--- src/rtl/hostbus_slave_pkg.sv ---
package hostbus_slave_pkg;

  typedef enum logic {
    STYLE_DIR_STROBE = 1'b0,
    STYLE_SPLIT_RW   = 1'b1
  } bus_style_e;

  typedef struct packed {
    logic cs_n;
    logic ale;
    logic rwrd;
    logic dswr;
  } host_ctrl_t;

  localparam int CTRL_W = $bits(host_ctrl_t);

  // Read request level as decoded from one synchronized sample
  function automatic logic read_level(input logic style, input host_ctrl_t c);
    logic dir_rd;
    logic split_rd;
    dir_rd   = c.rwrd && !c.dswr;
    split_rd = !c.rwrd && c.dswr;
    return !c.cs_n && ((style == STYLE_SPLIT_RW) ? split_rd : dir_rd);
  endfunction

  // Write request level as decoded from one synchronized sample
  function automatic logic write_level(input logic style, input host_ctrl_t c);
    logic dir_wr;
    logic split_wr;
    dir_wr   = !c.rwrd && !c.dswr;
    split_wr = c.rwrd && !c.dswr;
    return !c.cs_n && ((style == STYLE_SPLIT_RW) ? split_wr : dir_wr);
  endfunction

  // Completion edge: the strobe pin returns high
  function automatic logic strobe_release(input host_ctrl_t now_s, input host_ctrl_t was_s);
    return now_s.dswr && !was_s.dswr;
  endfunction

endpackage

--- src/rtl/hostbus_sync.sv ---
module hostbus_sync #(
  parameter int W = 1,
  parameter int STAGES = 2,
  parameter logic [W-1:0] RST_VAL = '0
) (
  input  logic         clk,
  input  logic         rst_n,
  input  logic [W-1:0] d,
  output logic [W-1:0] q
);
  logic [W-1:0] stage [STAGES];

  for (genvar g = 0; g < STAGES; g++) begin : g_stage
    if (g == 0) begin : g_first
      always_ff @(posedge clk or negedge rst_n) begin
        if (!rst_n) stage[g] <= RST_VAL;
        else        stage[g] <= d;
      end
    end else begin : g_next
      always_ff @(posedge clk or negedge rst_n) begin
        if (!rst_n) stage[g] <= RST_VAL;
        else        stage[g] <= stage[g-1];
      end
    end
  end

  assign q = stage[STAGES-1];
endmodule

--- src/rtl/hostbus_access_ctrl.sv ---
module hostbus_access_ctrl
  import hostbus_slave_pkg::*;
#(
  parameter int ADDR_W = 4,
  parameter int DATA_W = 8
) (
  input  logic              clk,
  input  logic              rst_n,
  input  logic              style,
  input  logic              muxed,
  input  host_ctrl_t        ctrl_s,
  input  logic [ADDR_W-1:0] addr_s,
  input  logic [DATA_W-1:0] data_s,
  output host_ctrl_t        ctrl_p,
  output logic              evt_rd_start,
  output logic              evt_wr_done,
  output logic              evt_addr_latch,
  output logic              rd_hold,
  output logic [ADDR_W-1:0] addr_q,
  output logic [DATA_W-1:0] wdata_q,
  output logic              rd_stb,
  output logic              wr_stb
);
  logic [DATA_W-1:0] data_p;
  logic rd_now, rd_was, wr_now, wr_was;
  logic acc_start;
  logic ale_fall;
  logic [ADDR_W-1:0] addr_src;

  always_ff @(posedge clk or negedge rst_n) begin
    if (!rst_n) begin
      ctrl_p <= '1;
      data_p <= '0;
    end else begin
      ctrl_p <= ctrl_s;
      data_p <= data_s;
    end
  end

  always_comb begin
    rd_now    = read_level(style, ctrl_s);
    rd_was    = read_level(style, ctrl_p);
    wr_now    = write_level(style, ctrl_s);
    wr_was    = write_level(style, ctrl_p);
    acc_start = (rd_now || wr_now) && !(rd_was || wr_was);
    ale_fall  = ctrl_p.ale && !ctrl_s.ale;
  end

  assign evt_rd_start   = rd_now && !rd_was;
  assign evt_wr_done    = wr_was && strobe_release(ctrl_s, ctrl_p);
  assign evt_addr_latch = muxed ? ale_fall : acc_start;
  assign rd_hold        = rd_now;
  assign addr_src       = muxed ? data_s[ADDR_W-1:0] : addr_s;

  always_ff @(posedge clk or negedge rst_n) begin
    if (!rst_n) begin
      addr_q  <= '0;
      wdata_q <= '0;
      rd_stb  <= 1'b0;
      wr_stb  <= 1'b0;
    end else begin
      if (evt_addr_latch) addr_q <= addr_src;
      if (evt_wr_done)    wdata_q <= data_p;
      rd_stb <= evt_rd_start;
      wr_stb <= evt_wr_done;
    end
  end
endmodule

--- src/rtl/hostbus_regfile.sv ---
module hostbus_regfile #(
  parameter int ADDR_W = 4,
  parameter int DATA_W = 8
) (
  input  logic              clk,
  input  logic              rst_n,
  input  logic              we,
  input  logic [ADDR_W-1:0] addr,
  input  logic [DATA_W-1:0] wdata,
  output logic [DATA_W-1:0] rdata
);
  localparam int DEPTH = 1 << ADDR_W;
  logic [DATA_W-1:0] mem [DEPTH];

  always_ff @(posedge clk or negedge rst_n) begin
    if (!rst_n) begin
      for (int i = 0; i < DEPTH; i++) mem[i] <= '0;
    end else if (we) begin
      mem[addr] <= wdata;
    end
  end

  assign rdata = mem[addr];
endmodule

--- src/rtl/hostbus_slave.sv ---
module hostbus_slave
  import hostbus_slave_pkg::*;
#(
  parameter int ADDR_W = 4,
  parameter int DATA_W = 8,
  parameter int SYNC_STAGES = 2
) (
  input  logic              clk,
  input  logic              rst_n,
  input  logic              bus_style_i,
  input  logic              muxed_i,
  input  logic              cs_n_i,
  input  logic              as_ale_i,
  input  logic              rw_rd_i,
  input  logic              ds_wr_i,
  input  logic [ADDR_W-1:0] addr_i,
  input  logic [DATA_W-1:0] data_i,
  output logic [DATA_W-1:0] data_o,
  output logic              data_oe_o,
  output logic              rd_stb_o,
  output logic              wr_stb_o
);
  logic [CTRL_W-1:0] ctrl_raw;
  host_ctrl_t        ctrl_s;
  host_ctrl_t        ctrl_p;
  logic [ADDR_W-1:0] addr_s;
  logic [DATA_W-1:0] data_s;
  logic [ADDR_W-1:0] addr_q;
  logic [DATA_W-1:0] wdata_q;
  logic [DATA_W-1:0] rf_rdata;
  logic evt_rd_start, evt_wr_done, evt_addr_latch, rd_hold;
  logic rd_stb, wr_stb;
  logic [DATA_W-1:0] rdata_q;
  logic oe_q;

  // Named views for the bound checker
  logic cs_n_sync, cs_n_prev, rdpin_prev;

  hostbus_sync #(.W(CTRL_W), .STAGES(SYNC_STAGES), .RST_VAL({CTRL_W{1'b1}})) u_sync_ctrl (
    .clk(clk), .rst_n(rst_n),
    .d({cs_n_i, as_ale_i, rw_rd_i, ds_wr_i}),
    .q(ctrl_raw)
  );
  hostbus_sync #(.W(ADDR_W), .STAGES(SYNC_STAGES), .RST_VAL('0)) u_sync_addr (
    .clk(clk), .rst_n(rst_n), .d(addr_i), .q(addr_s)
  );
  hostbus_sync #(.W(DATA_W), .STAGES(SYNC_STAGES), .RST_VAL('0)) u_sync_data (
    .clk(clk), .rst_n(rst_n), .d(data_i), .q(data_s)
  );

  assign ctrl_s = host_ctrl_t'(ctrl_raw);

  hostbus_access_ctrl #(.ADDR_W(ADDR_W), .DATA_W(DATA_W)) u_ctrl (
    .clk(clk), .rst_n(rst_n),
    .style(bus_style_i), .muxed(muxed_i),
    .ctrl_s(ctrl_s), .addr_s(addr_s), .data_s(data_s),
    .ctrl_p(ctrl_p),
    .evt_rd_start(evt_rd_start), .evt_wr_done(evt_wr_done),
    .evt_addr_latch(evt_addr_latch), .rd_hold(rd_hold),
    .addr_q(addr_q), .wdata_q(wdata_q),
    .rd_stb(rd_stb), .wr_stb(wr_stb)
  );

  hostbus_regfile #(.ADDR_W(ADDR_W), .DATA_W(DATA_W)) u_regs (
    .clk(clk), .rst_n(rst_n),
    .we(wr_stb), .addr(addr_q), .wdata(wdata_q), .rdata(rf_rdata)
  );

  // Read return path: capture on the strobe, drive until the host lets go
  always_ff @(posedge clk or negedge rst_n) begin
    if (!rst_n) begin
      rdata_q <= '0;
      oe_q    <= 1'b0;
    end else if (rd_stb) begin
      rdata_q <= rf_rdata;
      oe_q    <= 1'b1;
    end else if (!rd_hold) begin
      oe_q    <= 1'b0;
    end
  end

  assign cs_n_sync  = ctrl_s.cs_n;
  assign cs_n_prev  = ctrl_p.cs_n;
  assign rdpin_prev = ctrl_p.rwrd;

  assign data_o    = rdata_q;
  assign data_oe_o = oe_q;
  assign rd_stb_o  = rd_stb;
  assign wr_stb_o  = wr_stb;
endmodule

--- config.mk ---
export PLATFORM = sky130hd
export DESIGN_NAME = hostbus_slave
export DESIGN_NICKNAME = d
export VERILOG_FILES = /design/src/rtl/hostbus_slave_pkg.sv /design/src/rtl/hostbus_sync.sv /design/src/rtl/hostbus_access_ctrl.sv /design/src/rtl/hostbus_regfile.sv /design/src/rtl/hostbus_slave.sv
export SDC_FILE = /design/constraint.sdc
export NUM_CORES = 1
export LEC_CHECK = 0
export ABC_AREA = 1
export BUFFER_PORTS_ARGS = -buffer_cell sky130_fd_sc_hd__buf_2
export CAP_MARGIN = 20
export CORE_ASPECT_RATIO = 1.2
export CORE_MARGIN = 2
export CORE_UTILIZATION = 46
export DETAILED_ROUTE_END_ITERATION = 10
export SLEW_MARGIN = 5
export SYNTH_ARGS = -nofsm -noshare
export SYNTH_HDL_FRONTEND = slang
export SYNTH_SLANG_ARGS = --single-unit
--- constraint.sdc ---
create_clock -name clk -period 1.5 [get_ports clk]
set_input_delay 0.3 -clock clk [delete_from_list [all_inputs] [get_ports clk]]
set_output_delay 0.3 -clock clk [all_outputs]
set_load 0.02 [all_outputs]
==> metrics.txt <==
Synth Cell Area=8230 um^2; global-route usage over all layers=0.219; number of nets in the layout=1027; CTS tree=yes; wire length reported by the detailed router=19900 um; highest-utilization routing layer at the global route stage=met2; total die area=19000 um^2; insertion delay of the later-clocked pin in the worst-skew pair=440 ps; count of cell types in the netlist=29; number of max-capacitance violations reported=0; required time at the endpoint of the critical path=1830 ps; half-perimeter wire length of the detailed placement result=12800 um; count of final hold-check violations=0; average footprint of a synthesized cell=8.81 um^2; Critical Path Most Common Cell=sky130_fd_sc_hd__nand2_1; met3 global-route usage=0.0387; total vias in the final route=6297; initial drt markers=421; Initial Util=0.470; Layout Utilization=0.565; diode count=0; vias in the first global route=6062; clock slew at reported path FFs=70 ps; CP peak stage delay=450 ps; Slew @ Worst Pin=386 ps; final clock period utilization by the worst path=0.983; largest net degree at the start of global routing=39; Core Box Area=17500 um^2; Setup-failing EPs final=0; Critical Path AT=1800 ps; die width=126 um; leakage power total=4.93 nW; max-slew violations=0; fraction of met1 tracks used by global routing=0.293; flip-flop and latch count after synthesis=195; result of the run=finished clean; Post-Synthesis Cells=934; number of buffers added on ports=30; I/O pin total=31; setup repair after global routing missed its margin=yes; largest driver fanout on the critical path=10; fraction of final layout cells with drive strength greater than 1=0.190; Overall Power=14.5 mW; Min Clock Period, post-route=1480 ps; Crit. End Element=register; global-route wire length before repair=32100 um; maximum clock insertion buffer count=2; gr ovfl total=0; clock tree root buffer cell=sky130_fd_sc_hd__clkbuf_16; synthesized netlist net count=954; total DRC errors in the routed layout=0; commonest non-fill, non-tap cells in the layout=sky130_fd_sc_hd__nand2_1, sky130_fd_sc_hd__dfrtp_1, sky130_fd_sc_hd__nor2_1, sky130_fd_sc_hd__a21oi_1, sky130_fd_sc_hd__o21ai_0; Routed WL per cell=16.0 um; number of optimization iterations in the first detailed-route pass=4; maximum operating frequency=0.678 GHz; number of buffers added by the clock tree synthesis step=17; type of the tightest min-delay check=in -> reg; y dimension of the die=151 um; total power per unit cell area=1470 nW/um^2; most common cell after layout, fill and taps aside=sky130_fd_sc_hd__nand2_1; Peak VDD IR=0.982 mV; Yosys Warn Count=0; start-to-end type of the worst setup path=reg -> reg; worst slew margin relative to its limit=0.743; antenna violations before repair=0; startpoint class of the critical path=register; remaining antenna violation count=0; Avg Vias per Cell=5.08; # rows=53; clock tree sinks=195; slowest stage cell on the critical path=sky130_fd_sc_hd__dfrtp_2; area added between synthesis and finish=20.1%; post-synthesis sequential area ratio=0.595; crit path cell chain=buf_4, clkbuf_16, nand2_1, nand2_1, nand2_1, nand2_2, nand2_2, nand3_2, nor2_2, nor2_1; maximum level of the CTS H-tree=4; setup skew after layout=10.7 ps; weighted congestion at the end of routability-driven global placement=0.831; global routing met2 resource utilization=0.366
[synthesized netlist by cell type (all sizes together)]
| cell type | instances | area share |
|---|---|---|
| nand2 | 375 | 0.18 |
| dfrtp | 183 | 0.56 |
| o21ai | 89 | 0.060 |
| nor2 | 88 | 0.049 |
| a21oi | 48 | 0.029 |
| nand3 | 45 | 0.027 |
| buf | 34 | 0.026 |
| inv | 23 | 0.011 |
| clkbuf | 18 | 0.0082 |
| dfstp | 12 | 0.038 |
| nand4 | 10 | 0.0076 |
| mux2 | 4 | 0.0055 |
| a21o | 1 | 0.00091 |
| nand3b | 1 | 0.00091 |
| nor3 | 1 | 0.0020 |
| o21bai | 1 | 0.00091 |
| or2 | 1 | 0.00076 |
[registers in the layout, summed over array words and instances (netlist names)]
name               count
u_sync_addr.q          4
u_sync_addr.stage      4
u_sync_data.stage      8
u_regs.mem           128
u_ctrl.wdata_q         8
u_ctrl.addr_q          4
u_ctrl.rd_stb          1
u_ctrl.wr_stb          1
data_oe_o              1
u_sync_ctrl.q          4
u_ctrl.data_p          8
data_o                 8
u_sync_ctrl.stage      4
u_ctrl.ctrl_p          4
u_sync_data.q          8
[final timing paths]
| kind | to | startpoint | slack [ps] | cells after the start |
|---|---|---|---|---|
| max reg2reg | data_o[5] | u_ctrl.addr_q[0] | 20 | 10 |
| min in group asynchronous | u_regs.mem[99] | rst_n | 350 | 2 |
| max in group asynchronous | u_ctrl.ctrl_p[1] | rst_n | 550 | 3 |
| max | data_o[5] | u_ctrl.addr_q[0] | 20 | 10 |
| min reg2reg | u_sync_data.q[3] | u_sync_data.stage[11] | 350 | 0 |
| min | u_ctrl.rd_stb | bus_style_i | 290 | 5 |
[stage by stage]
stage / setup slack, ps / instances / hold WS (ps) / TNS (ps) / area (um^2)
after CTS: -5.43 / 1234 / 281 / -15.1 / 9740
final: 25.0 / 1240 / 289 / 0 / 9890
after detailed placement: -46.7 / 1185 / 257 / -176 / 8960
after global routing: -64.6 / 1240 / 329 / -1320 / 9890
after floorplan: 6.64 / 934 / 4.41 / 0 / 8230
after global placement: -30.9 / 1185 / 263 / -374 / 8960
[routing by layer]
| layer | wire length, um | share of wire |
|---|---|---|
| met5 | 0 | 0 |
| met4 | 278 | 0.014 |
| met3 | 714 | 0.036 |
| met2 | 9770 | 0.49 |
| met1 | 9090 | 0.46 |
[cell type report]
type	instances	area (um^2)
sequential	195	4900
clock buffer	17	425
tap	220	275
inverter	23	98.8
timing repair buffer	104	961
multi-input combinational	666	3050
fill	1621	7620
clock inverter	15	183
[kinds of logic (layout without fill, tap and decap cells)]
| family | count (synthesis) | in the layout | synth area share |
|---|---|---|---|
| AND/OR/NAND/NOR | 521 | 523 | 0.263 |
| multiplexers | 4 | 4 | 0.00547 |
| buffers and inverters | 75 | 159 | 0.0451 |
| AO/OA/AOI/OAI | 139 | 139 | 0.0915 |
| flip-flops | 195 | 195 | 0.595 |
[what timing repair did]
action | 4_1_cts | 5_1_grt
gates cloned | 0 | 4
gates resized for setup | 2 | 25
hold buffers | 17 | 0
setup endpoints to repair | 24 | 82
buffers inserted | 0 | 2
hold endpoints to repair | 44 | 0
pin swaps | 0 | 7
[critical path, delay by kind of cell (launching register included)]
| kind | cells | cell delay [ps] |
|---|---|---|
| AND/OR/NAND/NOR | 8 | 570 |
| flip-flops | 1 | 450 |
| buffers and inverters | 2 | 340 |
[report_power, final]
group          total [mW]  leakage (nW)  internal (mW)  switching, mW
combinational        3.24          2.11           1.19           2.04
clock                4.63         0.298           2.40           2.23
sequential           6.65          2.52           6.15          0.499
Note: power is estimated with default switching activity, not from simulation.
